--- src/rtl/pwmfade_pkg.sv ---
package pwmfade_pkg;
   typedef enum logic {
      FADE_DOWN = 1'b0,
      FADE_UP   = 1'b1
   } fade_dir_e;

   parameter int unsigned FADE_W_DEF = 10;
endpackage

--- src/rtl/pwmfade_tsel.sv ---
module pwmfade_tsel #(
   parameter int unsigned CNT_W   = 20,
   parameter int unsigned NUM_TMR = 4,
   localparam int unsigned SEL_W  = (NUM_TMR > 1) ? $clog2(NUM_TMR) : 1
) (
   input  logic [NUM_TMR*CNT_W-1:0] cnt_bus_i,
   input  logic [NUM_TMR-1:0]       ovf_bus_i,
   input  logic [SEL_W-1:0]         sel_i,
   output logic [CNT_W-1:0]         cnt_o,
   output logic                     ovf_o
);
   logic [CNT_W-1:0] cnt_arr [NUM_TMR];

   for (genvar g = 0; g < NUM_TMR; g++) begin : g_unpack
      assign cnt_arr[g] = cnt_bus_i[g*CNT_W +: CNT_W];
   end

   if ((1 << SEL_W) == NUM_TMR) begin : g_pow2
      assign cnt_o = cnt_arr[sel_i];
      assign ovf_o = ovf_bus_i[sel_i];
   end else begin : g_guard
      always_comb begin
         cnt_o = '0;
         ovf_o = 1'b0;
         for (int k = 0; k < NUM_TMR; k++) begin
            if (sel_i == SEL_W'(k)) begin
               cnt_o = cnt_arr[k];
               ovf_o = ovf_bus_i[k];
            end
         end
      end
   end
endmodule

--- src/rtl/pwmfade_seq.sv ---
module pwmfade_seq
   import pwmfade_pkg::*;
#(
   parameter int unsigned CNT_W   = 20,
   parameter int unsigned FRAC_W  = 4,
   parameter int unsigned FADE_W  = FADE_W_DEF,
   localparam int unsigned INT_W  = CNT_W + 1,
   localparam int unsigned DUTY_W = INT_W + FRAC_W,
   localparam int unsigned EFF_W  = INT_W + 1,
   localparam int unsigned RES_W  = $clog2(CNT_W + 1)
) (
   input  logic              clk,
   input  logic              rst_n,
   input  logic              ovf_i,
   input  logic              start_i,
   input  logic [DUTY_W-1:0] cfg_duty_i,
   input  logic              cfg_up_i,
   input  logic [FADE_W-1:0] cfg_num_i,
   input  logic [FADE_W-1:0] cfg_cyc_i,
   input  logic [FADE_W-1:0] cfg_scale_i,
   input  logic [RES_W-1:0]  res_i,
   output logic [EFF_W-1:0]  eff_o,
   output logic              done_o
);
   logic [DUTY_W-1:0] duty_q;
   logic [FADE_W-1:0] steps_q, cyc_q, scale_q, per_q;
   fade_dir_e         dir_q;
   logic [FRAC_W-1:0] acc_q;
   logic              ext_q, pend_q, done_q;

   logic [INT_W-1:0]  int_cur, full_int, step_int;
   logic [FRAC_W-1:0] frac_cur, step_frac;
   logic [EFF_W-1:0]  up_sum;
   logic [FADE_W-1:0] per_nxt, intv_eff;
   logic              per_hit;
   logic [FRAC_W:0]   acc_sum;

   assign int_cur  = duty_q[DUTY_W-1:FRAC_W];
   assign frac_cur = duty_q[FRAC_W-1:0];
   assign full_int = {{(INT_W-1){1'b0}}, 1'b1} << res_i;
   assign up_sum   = {1'b0, int_cur} + EFF_W'(scale_q);
   assign per_nxt  = per_q + 1'b1;
   assign intv_eff = (cyc_q == '0) ? FADE_W'(1) : cyc_q;
   assign per_hit  = (per_nxt >= intv_eff);
   assign acc_sum  = {1'b0, acc_q} + {1'b0, frac_cur};

   always_comb begin
      step_int  = int_cur;
      step_frac = frac_cur;
      if (dir_q == FADE_UP) begin
         if (up_sum >= {1'b0, full_int}) begin
            step_int  = full_int;
            step_frac = '0;
         end else begin
            step_int = up_sum[INT_W-1:0];
         end
      end else begin
         if (int_cur < INT_W'(scale_q)) begin
            step_int  = '0;
            step_frac = '0;
         end else begin
            step_int = int_cur - INT_W'(scale_q);
         end
      end
   end

   always_ff @(posedge clk or negedge rst_n) begin
      if (!rst_n) begin
         duty_q  <= '0;
         steps_q <= '0;
         cyc_q   <= '0;
         scale_q <= '0;
         per_q   <= '0;
         dir_q   <= FADE_DOWN;
         acc_q   <= '0;
         ext_q   <= 1'b0;
         pend_q  <= 1'b0;
         done_q  <= 1'b0;
      end else begin
         done_q <= 1'b0;
         pend_q <= start_i | (pend_q & ~ovf_i);
         if (ovf_i && pend_q) begin
            duty_q  <= cfg_duty_i;
            steps_q <= cfg_num_i;
            cyc_q   <= cfg_cyc_i;
            scale_q <= cfg_scale_i;
            dir_q   <= fade_dir_e'(cfg_up_i);
            per_q   <= '0;
            acc_q   <= cfg_duty_i[FRAC_W-1:0];
            ext_q   <= 1'b0;
         end else if (ovf_i) begin
            {ext_q, acc_q} <= acc_sum;
            if (steps_q != '0) begin
               if (per_hit) begin
                  duty_q  <= {step_int, step_frac};
                  steps_q <= steps_q - 1'b1;
                  per_q   <= '0;
                  done_q  <= (steps_q == FADE_W'(1));
               end else begin
                  per_q <= per_nxt;
               end
            end
         end
      end
   end

   assign eff_o  = {1'b0, int_cur} + EFF_W'(ext_q);
   assign done_o = done_q;

   // active duty moves only on an overflow edge
   p_duty_at_ovf_r5: assert property (@(posedge clk) disable iff (!rst_n)
      !ovf_i |=> $stable(duty_q));
   // step counter only advances on an overflow edge
   p_steps_at_ovf_r7: assert property (@(posedge clk) disable iff (!rst_n)
      !ovf_i |=> $stable(steps_q));
   // done is a single-cycle pulse
   p_done_pulse_r9: assert property (@(posedge clk) disable iff (!rst_n)
      done_o |=> !done_o);
   // done follows an overflow
   p_done_src_r9: assert property (@(posedge clk) disable iff (!rst_n)
      done_o |-> $past(ovf_i));
endmodule

--- src/rtl/pwmfade_cmp.sv ---
module pwmfade_cmp #(
   parameter int unsigned CNT_W  = 20,
   localparam int unsigned EFF_W = CNT_W + 2,
   localparam int unsigned RES_W = $clog2(CNT_W + 1)
) (
   input  logic             clk,
   input  logic             rst_n,
   input  logic [CNT_W-1:0] cnt_i,
   input  logic [CNT_W-1:0] hpoint_i,
   input  logic [EFF_W-1:0] eff_i,
   input  logic [RES_W-1:0] res_i,
   input  logic             oe_i,
   input  logic             idle_i,
   output logic             pwm_o
);
   logic [EFF_W-1:0] range_e;
   logic [CNT_W-1:0] mask, lpoint;
   logic             hit_h, hit_l, zero_d, full_d;

   assign range_e = {{(EFF_W-1){1'b0}}, 1'b1} << res_i;
   assign mask    = range_e[CNT_W-1:0] - 1'b1;
   assign lpoint  = (hpoint_i + eff_i[CNT_W-1:0]) & mask;
   assign hit_h   = (cnt_i & mask) == (hpoint_i & mask);
   assign hit_l   = (cnt_i & mask) == lpoint;
   assign zero_d  = (eff_i == '0);
   assign full_d  = (eff_i >= range_e);

   always_ff @(posedge clk or negedge rst_n) begin
      if (!rst_n)      pwm_o <= 1'b0;
      else if (!oe_i)  pwm_o <= idle_i;
      else if (zero_d) pwm_o <= 1'b0;
      else if (full_d) pwm_o <= 1'b1;
      else if (hit_l)  pwm_o <= 1'b0;
      else if (hit_h)  pwm_o <= 1'b1;
   end

   // disabled output follows the idle level
   p_idle_level_r6: assert property (@(posedge clk) disable iff (!rst_n)
      !oe_i |=> (pwm_o == $past(idle_i)));
   // zero duty holds the output low
   p_zero_low_r3: assert property (@(posedge clk) disable iff (!rst_n)
      (oe_i && eff_i == '0) |=> !pwm_o);
   // duty at or above range holds the output high
   p_full_high_r3: assert property (@(posedge clk) disable iff (!rst_n)
      (oe_i && eff_i != '0 && eff_i >= range_e) |=> pwm_o);
endmodule

--- src/rtl/pwmfade_chan.sv ---
module pwmfade_chan
   import pwmfade_pkg::*;
#(
   parameter int unsigned CNT_W   = 20,
   parameter int unsigned FRAC_W  = 4,
   parameter int unsigned NUM_TMR = 4,
   parameter int unsigned FADE_W  = FADE_W_DEF,
   localparam int unsigned SEL_W  = (NUM_TMR > 1) ? $clog2(NUM_TMR) : 1,
   localparam int unsigned RES_W  = $clog2(CNT_W + 1),
   localparam int unsigned DUTY_W = CNT_W + 1 + FRAC_W,
   localparam int unsigned EFF_W  = CNT_W + 2
) (
   input  logic                     clk,
   input  logic                     rst_n,
   input  logic [NUM_TMR*CNT_W-1:0] tmr_cnt_i,
   input  logic [NUM_TMR-1:0]       tmr_ovf_i,
   input  logic [SEL_W-1:0]         cfg_tsel_i,
   input  logic [RES_W-1:0]         cfg_res_i,
   input  logic [CNT_W-1:0]         cfg_hpoint_i,
   input  logic [DUTY_W-1:0]        cfg_duty_i,
   input  logic                     cfg_oe_i,
   input  logic                     cfg_idle_i,
   input  logic                     fade_up_i,
   input  logic [FADE_W-1:0]        fade_num_i,
   input  logic [FADE_W-1:0]        fade_cyc_i,
   input  logic [FADE_W-1:0]        fade_scale_i,
   input  logic                     start_i,
   output logic                     pwm_o,
   output logic                     fade_done_o
);
   if (CNT_W < 2 || CNT_W > 30) begin : g_bad_cnt
      $error("pwmfade_chan: CNT_W out of range");
   end
   if (FRAC_W < 1) begin : g_bad_frac
      $error("pwmfade_chan: FRAC_W must be at least 1");
   end
   if (NUM_TMR < 2) begin : g_bad_tmr
      $error("pwmfade_chan: NUM_TMR must be at least 2");
   end
   if (FADE_W < 1 || FADE_W > CNT_W) begin : g_bad_fade
      $error("pwmfade_chan: FADE_W out of range");
   end

   logic [CNT_W-1:0] sel_cnt;
   logic             sel_ovf;
   logic [EFF_W-1:0] eff;

   pwmfade_tsel #(.CNT_W(CNT_W), .NUM_TMR(NUM_TMR)) u_tsel (
      .cnt_bus_i (tmr_cnt_i),
      .ovf_bus_i (tmr_ovf_i),
      .sel_i     (cfg_tsel_i),
      .cnt_o     (sel_cnt),
      .ovf_o     (sel_ovf)
   );

   pwmfade_seq #(.CNT_W(CNT_W), .FRAC_W(FRAC_W), .FADE_W(FADE_W)) u_seq (
      .clk         (clk),
      .rst_n       (rst_n),
      .ovf_i       (sel_ovf),
      .start_i     (start_i),
      .cfg_duty_i  (cfg_duty_i),
      .cfg_up_i    (fade_up_i),
      .cfg_num_i   (fade_num_i),
      .cfg_cyc_i   (fade_cyc_i),
      .cfg_scale_i (fade_scale_i),
      .res_i       (cfg_res_i),
      .eff_o       (eff),
      .done_o      (fade_done_o)
   );

   pwmfade_cmp #(.CNT_W(CNT_W)) u_cmp (
      .clk      (clk),
      .rst_n    (rst_n),
      .cnt_i    (sel_cnt),
      .hpoint_i (cfg_hpoint_i),
      .eff_i    (eff),
      .res_i    (cfg_res_i),
      .oe_i     (cfg_oe_i),
      .idle_i   (cfg_idle_i),
      .pwm_o    (pwm_o)
   );
endmodule

--- config.mk ---
export PLATFORM = sky130hd
export DESIGN_NAME = pwmfade_chan
export DESIGN_NICKNAME = d
export VERILOG_FILES = /design/src/rtl/pwmfade_pkg.sv /design/src/rtl/pwmfade_tsel.sv /design/src/rtl/pwmfade_seq.sv /design/src/rtl/pwmfade_cmp.sv /design/src/rtl/pwmfade_chan.sv
export SDC_FILE = /design/constraint.sdc
export NUM_CORES = 1
export LEC_CHECK = 0
export ABC_AREA = 1
export CAP_MARGIN = 20
export CORE_UTILIZATION = 50
export CTS_BUF_LIST = sky130_fd_sc_hd__clkbuf_16
export CTS_CLUSTER_DIAMETER = 200
export CTS_CLUSTER_SIZE = 16
export DETAILED_ROUTE_END_ITERATION = 6
export DONT_BUFFER_PORTS = 1
export GPL_TIMING_DRIVEN = 0
export PLACE_DENSITY = 0.68
export SYNTH_ARGS = -nofsm -noshare
export SYNTH_HDL_FRONTEND = slang
export SYNTH_SLANG_ARGS = --single-unit
--- constraint.sdc ---
create_clock -name clk -period 3.3 [get_ports clk]
set_clock_uncertainty 0.05 [all_clocks]
set_input_delay 0.825 -clock clk [delete_from_list [all_inputs] [get_ports clk]]
set_output_delay 0.825 -clock clk [all_outputs]
set_load 0.02 [all_outputs]
==> results of run 1 <==
## worst max-delay path by stage
stage | end | start | slack, ns | depth (start not counted)
floorplan | u_seq.duty_q[18] | u_seq.duty_q[4] | -0.11 | 34
global placement | u_seq.duty_q[3] | u_seq.duty_q[10] | -0.75 | 29
detailed placement | u_seq.duty_q[3] | u_seq.duty_q[10] | -0.79 | 27
CTS | u_seq.duty_q[1] | u_seq.scale_q[0] | -0.56 | 32
global route | u_seq.duty_q[7] | u_seq.scale_q[0] | -0.90 | 34
finish | u_seq.duty_q[20] | u_seq.duty_q[11] | -0.68 | 31
## state kept, by name, summed over array words and instances, names as in the netlist
name and cells:
u_seq.duty_q 25, u_seq.cyc_q 10, u_seq.per_q 10, u_seq.scale_q 10, u_seq.steps_q 10, u_seq.acc_q 4, u_cmp.pwm_o 1, u_seq.dir_q 1
u_seq.done_o 1, u_seq.ext_q 1, u_seq.pend_q 1
## synthesized netlist by cell type (2+ instances only)
library cell	number
sky130_fd_sc_hd__a21o_1	3
sky130_fd_sc_hd__a21oi_1	74
sky130_fd_sc_hd__a31oi_1	13
sky130_fd_sc_hd__and2_1	5
sky130_fd_sc_hd__buf_1	4
sky130_fd_sc_hd__buf_2	22
sky130_fd_sc_hd__buf_4	8
sky130_fd_sc_hd__buf_6	5
sky130_fd_sc_hd__clkbuf_1	17
sky130_fd_sc_hd__dfrtp_1	74
sky130_fd_sc_hd__fa_1	4
sky130_fd_sc_hd__ha_1	102
sky130_fd_sc_hd__inv_1	226
sky130_fd_sc_hd__inv_2	9
sky130_fd_sc_hd__nand2_1	575
sky130_fd_sc_hd__nand2_2	6
sky130_fd_sc_hd__nand2b_1	3
sky130_fd_sc_hd__nand3_1	188
sky130_fd_sc_hd__nand3_2	6
sky130_fd_sc_hd__nand3b_1	10
sky130_fd_sc_hd__nand4_1	20
sky130_fd_sc_hd__nor2_1	156
sky130_fd_sc_hd__nor2_2	7
sky130_fd_sc_hd__nor2_4	6
sky130_fd_sc_hd__nor3_1	15
sky130_fd_sc_hd__nor3_2	2
sky130_fd_sc_hd__nor4_1	10
sky130_fd_sc_hd__o211ai_1	9
sky130_fd_sc_hd__o21ai_0	86
sky130_fd_sc_hd__o21ai_1	3
sky130_fd_sc_hd__o21bai_1	4
sky130_fd_sc_hd__o221ai_1	2
sky130_fd_sc_hd__or2_2	4
sky130_fd_sc_hd__xnor2_1	11
sky130_fd_sc_hd__xor2_1	64
## through the flow
step                      utilization  setup WS (ns)  cells  instance area [sq um]  hold slack (ns)
after floorplan                     -         -0.109   1772                  10700            0.392
after global placement          0.537         -0.752   2042                  11000            0.414
after detailed placement        0.537         -0.787   2042                  11000            0.424
after CTS                       0.573         -0.561   2074                  11700            0.117
after global routing            0.586         -0.902   2085                  12000            0.113
final                           0.586         -0.679   2085                  12000            0.124
## critical path, delay by kind of cell (launching register included)
family | cells | cell delay (ns)
simple gates | 22 | 1.78
buf+inv | 5 | 0.66
fa+ha+maj | 2 | 0.58
flops | 1 | 0.47
compound gates | 2 | 0.34
## repair_timing
item,CTS,global route
setup buffers,14,11
gates cloned,2,1
gates resized for setup,74,54
pin swaps,25,34
endpoints found under the setup margin,46,46
## final cells by class
cell class / count / area share
inverter: 236 / 0.0740
clock buffer: 9 / 0.0188
tap: 270 / 0.0281
multi-input combinational: 1405 / 0.667
clock inverter: 7 / 0.00709
timing repair buffer: 27 / 0.0193
buffer: 57 / 0.0308
sequential: 74 / 0.155
## logic make-up (layout without fill, tap and decap cells)
logic type               count (synthesis)  in the layout  synth area share
flip-flops                              74             74             0.175
AO/OA/AOI/OAI                          207            207             0.110
adder cells (fa/ha/maj)                106            106             0.128
AND/OR/NAND/NOR                       1017           1017             0.412
buffers and inverters                  293            336             0.113
XOR/XNOR                                75             75            0.0621
## per-layer routing
metal / wire, um / vias to the layer above / GRT usage
met2: 16000 / 341 / 0.548
met5: 0 / - / 0
met4: 1510 / 0 / 0.142
met3: 1830 / 78 / 0.0426
met1: 14100 / 5124 / 0.360
li1: - / 5780 / -
## power groups by stage
stage | clock, mW | combinational, mW | sequential, mW
final | 1.06 | 7.31 | 1.56
after global routing | 1.10 | 8.26 | 1.60
after CTS | 1.07 | 6.91 | 1.54
after detailed placement | 0 | 6.39 | 1.55
after global placement | 0 | 6.25 | 1.54
after floorplan | 0 | 5.04 | 1.44
## layout by cell type (no fill, tap or decap), types with 4 or more instances in the layout
cell type | synthesis | final
sky130_fd_sc_hd__clkbuf_1 | 17 | 12
sky130_fd_sc_hd__dfrtp_1 | 74 | 67
sky130_fd_sc_hd__nand2_4 | 0 | 4
sky130_fd_sc_hd__nand3_2 | 6 | 22
sky130_fd_sc_hd__buf_2 | 22 | 20
sky130_fd_sc_hd__nor3_1 | 15 | 13
sky130_fd_sc_hd__ha_4 | 0 | 8
sky130_fd_sc_hd__o211ai_1 | 9 | 9
sky130_fd_sc_hd__buf_6 | 5 | 8
sky130_fd_sc_hd__nor4_1 | 10 | 9
sky130_fd_sc_hd__dfrtp_2 | 0 | 7
sky130_fd_sc_hd__inv_1 | 226 | 224
sky130_fd_sc_hd__o21ai_0 | 86 | 82
sky130_fd_sc_hd__o21bai_1 | 4 | 4
sky130_fd_sc_hd__a21oi_2 | 1 | 5
sky130_fd_sc_hd__nand2_1 | 575 | 538
sky130_fd_sc_hd__nor2_2 | 7 | 10
sky130_fd_sc_hd__buf_1 | 4 | 4
sky130_fd_sc_hd__nor3_2 | 2 | 4
sky130_fd_sc_hd__buf_8 | 0 | 5
sky130_fd_sc_hd__a31oi_1 | 13 | 13
sky130_fd_sc_hd__o21ai_1 | 3 | 6
sky130_fd_sc_hd__and2_1 | 5 | 5
sky130_fd_sc_hd__nor2_4 | 6 | 11
sky130_fd_sc_hd__nand3_1 | 188 | 172
sky130_fd_sc_hd__clkbuf_16 | 0 | 10
sky130_fd_sc_hd__nand2_2 | 6 | 38
sky130_fd_sc_hd__a21oi_1 | 74 | 69
sky130_fd_sc_hd__xor2_1 | 64 | 57
sky130_fd_sc_hd__or2_2 | 4 | 4
sky130_fd_sc_hd__ha_1 | 102 | 93
sky130_fd_sc_hd__xnor2_1 | 11 | 11
sky130_fd_sc_hd__buf_4 | 8 | 32
sky130_fd_sc_hd__nor2_1 | 156 | 148
sky130_fd_sc_hd__inv_2 | 9 | 12
sky130_fd_sc_hd__nand3b_1 | 10 | 10
sky130_fd_sc_hd__nand4_1 | 20 | 20
sky130_fd_sc_hd__xor2_2 | 0 | 7
==> flow_metrics.py, run 1 <==
metrics = {
    "power": {
        "net-switching-power_mw": 5.22,
        "post_layout_power_mw": 9.92,
        "p_leak_nw": 6.40,
        "pwr-share-comb": 0.737,
        "share_clk_of_total_power": 0.106,
        "power.share.switching": 0.526,
        "power.density_mw_per_mm2": 827,
        "internal_portion_of_total_power_mw": 4.70,
        "power.sequential.fraction": 0.157,
        "power.ir.vdd_worst_v": 0.000492,
    },
    "synthesis": {
        "synth-seq-cells": 74,
        "mappedNetlistNets": 2050,
        "synth_top_flop_cell": "sky130_fd_sc_hd__dfrtp_1",
        "syn-cell-area_sq_mm": 0.0106,
        "post_synth.cell_area_avg_sq_um": 5.97,
        "synth_area_leader_cell": "sky130_fd_sc_hd__nand2_1",
        "yosys-top-cells-area": "sky130_fd_sc_hd__nand2_1 (20%), sky130_fd_sc_hd__dfrtp_1 (17%), sky130_fd_sc_hd__ha_1 (12%), sky130_fd_sc_hd__nand3_1 (8.9%), sky130_fd_sc_hd__inv_1 (8.0%)",
        "synth_sequential_area_ratio": 0.175,
        "ys.warnings.count": 0,
        "synth_enable_flop_cells": 0,
        "synth_top_area_frac": 0.204,
        "async_flop_share": 1.00,
        "yosysUniqueCellTypes": 54,
        "postSynthCellCount": 1772,
    },
    "finish": {
        "area.sequential_sq_mm": 0.00186,
        "fillerInstances": 2042,
        "fin_nets": 2088,
        "drive_above_1_share": 0.124,
        "n_antenna_cell": 0,
        "flow.area_growth_from_synthesis_pct": 13.4,
        "multiInputGateArea_sq_mm": 0.00801,
    },
    "setup_path": {
        "timing.critical_path.slowest_stage_cell": "sky130_fd_sc_hd__dfrtp_2",
        "reg2regPathDepth": 31,
        "worst_path_largest_cell_delay_ns": 0.47,
        "r2r_path_start": "u_seq.duty_q[11]",
        "most_frequent_cp_cell": "sky130_fd_sc_hd__nand2_1",
        "endpoint_kind": "register",
        "worst-setup-path-type": "reg2reg",
        "critPathMaxFanout": 9,
        "regToRegSetupSlack_ns": -0.68,
        "timing.critical_path.arrival_ns": 4.16,
        "timing.critical_path.required_ns": 3.48,
        "critical_path.startpoint_type": "register",
        "worstReg2RegEnd": "u_seq.duty_q[20]",
    },
    "placement": {
        "port_buffers": 0,
        "dp_hpwl_um": 27200,
        "gpl_congestion": 0.960,
    },
    "hold_path": {
        "min_delay_path_class": "in2async",
    },
    "floorplan": {
        "die_area_sq_mm": 0.0218,
        "die_y_um": 147,
        "ios": 174,
        "row_cnt": 52,
        "chipWidth_um": 147,
        "core_sq_mm": 0.0205,
        "starting_utilization_of_the_core_area": 0.516,
    },
    "grt": {
        "global_route.overflow_total": 0,
        "groute.usage.overall": 0.306,
        "grt_start_max_net_pins": 75,
        "antenna_found_initial": 0,
        "grt_pass1_vias": 10700,
        "grt_first_pass_wirelength_um": 52400,
    },
    "detailed_routing": {
        "initialDrtViolationCount": 594,
        "totalWireLength_um": 33500,
        "wire_per_inst_um": 16.1,
        "vias_per_cell": 5.43,
        "drt_pre_antenna_iters": 5,
        "drc_violation_count_after_routing": 0,
        "detailroute.via_count": 11300,
        "routed_antenna_nets": 0,
    },
    "clocking": {
        "hold_buffers": 0,
        "clk_buf_depth": 2,
        "clock_latency_ns": 0.34,
        "htree_num_levels": 3,
        "root_buffer": "sky130_fd_sc_hd__clkbuf_16",
        "worst_setup_hold_path_clk_slew_ns": 0.06,
        "numCtsBuffers": 9,
        "cts.sink_count": 74,
        "cts_tree": "done",
    },
    "timing": {
        "rsz_0062_raised_after_global_routing": "true",
        "post-route-period-util": 1.21,
        "finalSetupViolations": 26,
        "fmax_mhz": 251,
        "setup-tns-final_ns": -16.37,
        "slew_viol_final": 0,
        "maxSlewHeadroom": 0.501,
        "hold_violations": 0,
        "post-route-worst-setup-slack_ns": -0.679,
        "period_minus_slack_ns": 3.98,
        "tightestPinTransition_ns": 0.748,
    },
    "run": {
        "cap_viol_max_count": 0,
    },
    "outcome": {
        "failed_checks": "setup timing",
        "outcome": "finished, violations left",
    },
}
Note: power is estimated with default switching activity, not from simulation.
==> run 2: changes to the inputs <==
--- a/config.mk
+++ b/config.mk
@@ -14,7 +14,8 @@
 export DETAILED_ROUTE_END_ITERATION = 6
 export DONT_BUFFER_PORTS = 1
 export GPL_TIMING_DRIVEN = 0
-export PLACE_DENSITY = 0.68
+export PLACE_DENSITY_LB_ADDON = 0.25
 export SYNTH_ARGS = -nofsm -noshare
 export SYNTH_HDL_FRONTEND = slang
+export SYNTH_HIERARCHICAL = 1
 export SYNTH_SLANG_ARGS = --single-unit
==> run 2 against run 1 <==
The flow still finishes with violations (setup timing); hold slack lost 0.0013 ns; design area is 16% higher; flip-flop and latch count stayed put; critical path type unchanged.
==> flow_metrics.py, run 2 <==
metrics = {
    "placement": {
        "gpl_congestion": 0.923,
        "dp_hpwl_um": 27500,
        "port_buffers": 0,
        "numPlacedInstances": 2116,
        "postPlaceCellArea_sq_mm": 0.0116,
    },
    "synthesis": {
        "synth_sequential_area_ratio": 0.165,
        "mappedNetlistNets": 2114,
        "yosys-top-cells-area": "sky130_fd_sc_hd__nand2_1 (20%), sky130_fd_sc_hd__dfrtp_1 (17%), sky130_fd_sc_hd__ha_1 (11%), sky130_fd_sc_hd__inv_1 (9.4%), sky130_fd_sc_hd__nand3_1 (7.7%)",
        "yosysUniqueCellTypes": 58,
        "post_synth.cell_area_avg_sq_um": 6.10,
        "synth_top_flop_cell": "sky130_fd_sc_hd__dfrtp_1",
        "synth_enable_flop_cells": 0,
        "post_synth_most_frequent_cells": "sky130_fd_sc_hd__nand2_1 (586), sky130_fd_sc_hd__inv_1 (280), sky130_fd_sc_hd__nand3_1 (173), sky130_fd_sc_hd__nor2_1 (125), sky130_fd_sc_hd__ha_1 (102)",
        "synth_top_area_frac": 0.196,
        "syn-cell-area_sq_mm": 0.0112,
        "synth-seq-cells": 74,
        "synthMostInstantiatedCell": "sky130_fd_sc_hd__nand2_1",
        "ys.warnings.count": 6,
        "async_flop_share": 1.00,
        "postSynthCellCount": 1836,
        "synth_area_leader_cell": "sky130_fd_sc_hd__nand2_1",
    },
    "floorplan": {
        "core_sq_mm": 0.0219,
        "chipWidth_um": 152,
        "die_area_sq_mm": 0.0230,
        "starting_utilization_of_the_core_area": 0.511,
        "ios": 174,
        "die_y_um": 152,
        "row_cnt": 54,
    },
    "finish": {
        "flow.area_growth_from_synthesis_pct": 24.7,
        "layout.cells.non_filler": 2219,
        "biggest_register": "u_seq/duty_q",
        "mostFrequentLayoutCells": "sky130_fd_sc_hd__nand2_1 (553), sky130_fd_sc_hd__inv_1 (260), sky130_fd_sc_hd__nand3_1 (127)",
        "fin_nets": 2212,
        "largest_reg_flops": 25,
        "final_common_cell": "sky130_fd_sc_hd__nand2_1",
        "drive_above_1_share": 0.242,
        "postLayoutCellArea_sq_mm": 0.0140,
        "n_antenna_cell": 0,
    },
    "detailed_routing": {
        "wire_per_inst_um": 17.4,
        "vias_per_cell": 5.59,
        "drt_pre_antenna_iters": 5,
        "detailroute.via_count": 12400,
        "totalWireLength_um": 38600,
        "routed_antenna_nets": 0,
        "initialDrtViolationCount": 985,
        "drc_violation_count_after_routing": 0,
    },
    "run": {
        "cap_viol_max_count": 0,
    },
    "timing": {
        "rsz_0062_raised_after_global_routing": "true",
        "period_minus_slack_ns": 3.81,
        "hold_violations": 0,
        "post-route-period-util": 1.15,
        "fmax_mhz": 263,
        "setup-tns-final_ns": -11.36,
        "slew_viol_final": 0,
        "post-route-worst-setup-slack_ns": -0.506,
        "maxSlewHeadroom": 0.520,
        "tightestPinTransition_ns": 0.720,
        "finalSetupViolations": 26,
    },
    "clocking": {
        "cts.sink_count": 74,
        "cts_tree": "done",
        "root_buffer": "sky130_fd_sc_hd__clkbuf_16",
        "worst_setup_hold_path_clk_slew_ns": 0.06,
        "clk_buf_depth": 2,
        "htree_num_levels": 3,
        "numCtsBuffers": 9,
        "clock_latency_ns": 0.34,
    },
    "outcome": {
        "outcome": "finished, violations left",
        "failed_checks": "setup timing",
    },
    "setup_path": {
        "most_frequent_cp_cell": "sky130_fd_sc_hd__nand2_1",
        "r2r_path_start": "u_seq/duty_q[13]",
        "timing.critical_path.required_ns": 3.48,
        "crit_path_start": "u_seq/duty_q[13]",
        "timing.critical_path.arrival_ns": 3.99,
        "critPathMaxFanout": 6,
        "endpoint_kind": "register",
        "critical-path-top-delay-family": "simple AND/OR/NAND/NOR gates",
        "timing.critical_path.slowest_stage_cell": "sky130_fd_sc_hd__dfrtp_2",
        "regToRegSetupSlack_ns": -0.51,
        "worst_path_largest_cell_delay_ns": 0.43,
        "cp_num_buf_inv": 3,
        "critical_path.startpoint_type": "register",
        "worst-setup-path-type": "reg2reg",
    },
    "power": {
        "post_layout_power_mw": 12.4,
        "power.ir.vdd_worst_v": 0.000494,
        "power.density_mw_per_mm2": 891,
        "p_leak_nw": 7.33,
    },
    "grt": {
        "antenna_found_initial": 0,
        "grt_first_pass_wirelength_um": 57000,
        "grt_start_max_net_pins": 75,
        "groute.usage.overall": 0.319,
        "global_route.overflow_total": 0,
        "grt_pass1_vias": 11600,
    },
    "hold_path": {
        "min_delay_path_class": "in2async",
    },
}
[run 2: changes by cell type after synthesis, sizes merged, moves of 6 or more]
| cell | change |
|---|---|
| xor2 | +10 |
| inv | +62 |
| nand2 | +44 |
| nor2 | -36 |
| buf | +6 |
| clkbuf | -7 |
| nor3 | +7 |
| xnor2 | +6 |
| o21ai | -22 |
| a31oi | -7 |
[run 2: cell type report]
cell class                      count  area [sq um]
Sequential cell                    74          1870
Multi-Input combinational cell   1405          9080
Buffer                             52           408
Clock inverter                      7          92.6
Clock buffer                        9           225
Fill cell                        1898          7930
Timing Repair Buffer               91           786
Tap cell                          280           350
Inverter                          301          1150
[run 2: repair_timing]
item,4_1_cts,5_1_grt
gates cloned,4,0
hold buffers,0,0
gates resized for setup,187,103
pin swaps,63,67
setup endpoints to repair,35,37
buffers inserted,54,33
[run 2: report_power, final]
part | leakage, nW | internal [mW] | switching (mW)
combinational | 6.28 | 4.11 | 5.74
sequential | 0.904 | 1.22 | 0.284
clock | 0.151 | 0.661 | 0.413
[run 2: worst reg2reg max path: stages (launching register included)]
cell and delay (ns):
sky130_fd_sc_hd__dfrtp_2 0.43, sky130_fd_sc_hd__buf_4 0.19, sky130_fd_sc_hd__ha_1 0.25, sky130_fd_sc_hd__o21bai_1 0.21, sky130_fd_sc_hd__a21oi_2 0.21, sky130_fd_sc_hd__nand3_4 0.16
sky130_fd_sc_hd__nand3_4 0.13, sky130_fd_sc_hd__xor2_4 0.19, sky130_fd_sc_hd__inv_2 0.07, sky130_fd_sc_hd__ha_4 0.28, sky130_fd_sc_hd__nand4_1 0.20, sky130_fd_sc_hd__a21oi_2 0.20
sky130_fd_sc_hd__nor2_2 0.05, sky130_fd_sc_hd__nand2_1 0.07, sky130_fd_sc_hd__nand2_1 0.06, sky130_fd_sc_hd__nand2_1 0.07, sky130_fd_sc_hd__nand2_1 0.06, sky130_fd_sc_hd__nand2_2 0.09
sky130_fd_sc_hd__nand2_4 0.11, sky130_fd_sc_hd__nand2_8 0.12, sky130_fd_sc_hd__buf_6 0.14, sky130_fd_sc_hd__nand2_2 0.05, sky130_fd_sc_hd__nand3_2 0.08, sky130_fd_sc_hd__nand3_2 0.08
sky130_fd_sc_hd__nand2_1 0.10, sky130_fd_sc_hd__nand2_1 0.06
[run 2: kinds of logic after synthesis]
kind of cell,share of synthesized area
compound gates,0.0954
flops,0.165
xor+xnor,0.0712
fa+ha+maj,0.121
simple gates,0.409
buf+inv,0.137
[run 2: through the flow]
step | hold WS [ns] | utilization | worst slack (ns)
after floorplan | 0.404 | - | 0.0190
after global placement | 0.428 | 0.528 | -0.830
after detailed placement | 0.430 | 0.528 | -0.912
after CTS | 0.119 | 0.607 | -0.367
after global routing | 0.118 | 0.638 | -0.607
final | 0.122 | 0.638 | -0.506
[run 2: per-layer routing]
| layer | routed length, um | GRT usage | vias to the layer above | share of wire |
|---|---|---|---|---|
| li1 | - | - | 5993 | - |
| met1 | 14500 | 0.355 | 5668 | 0.37 |
| met2 | 19100 | 0.585 | 578 | 0.50 |
| met3 | 2840 | 0.0506 | 163 | 0.073 |
| met4 | 2180 | 0.157 | 0 | 0.057 |
| met5 | 0 | 0 | - | 0 |
[run 2: worst paths after layout]
path / to / depth (start not counted)
worst max-delay path: u_seq/duty_q[23] / 25
worst min-delay path: u_seq/cyc_q[1] / 0
worst max register to register: u_seq/duty_q[23] / 25
worst min register to register: u_seq/duty_q[0] / 2
max in group asynchronous: u_seq/duty_q[12] / 0
min in group clk: u_seq/duty_q[0] / 2
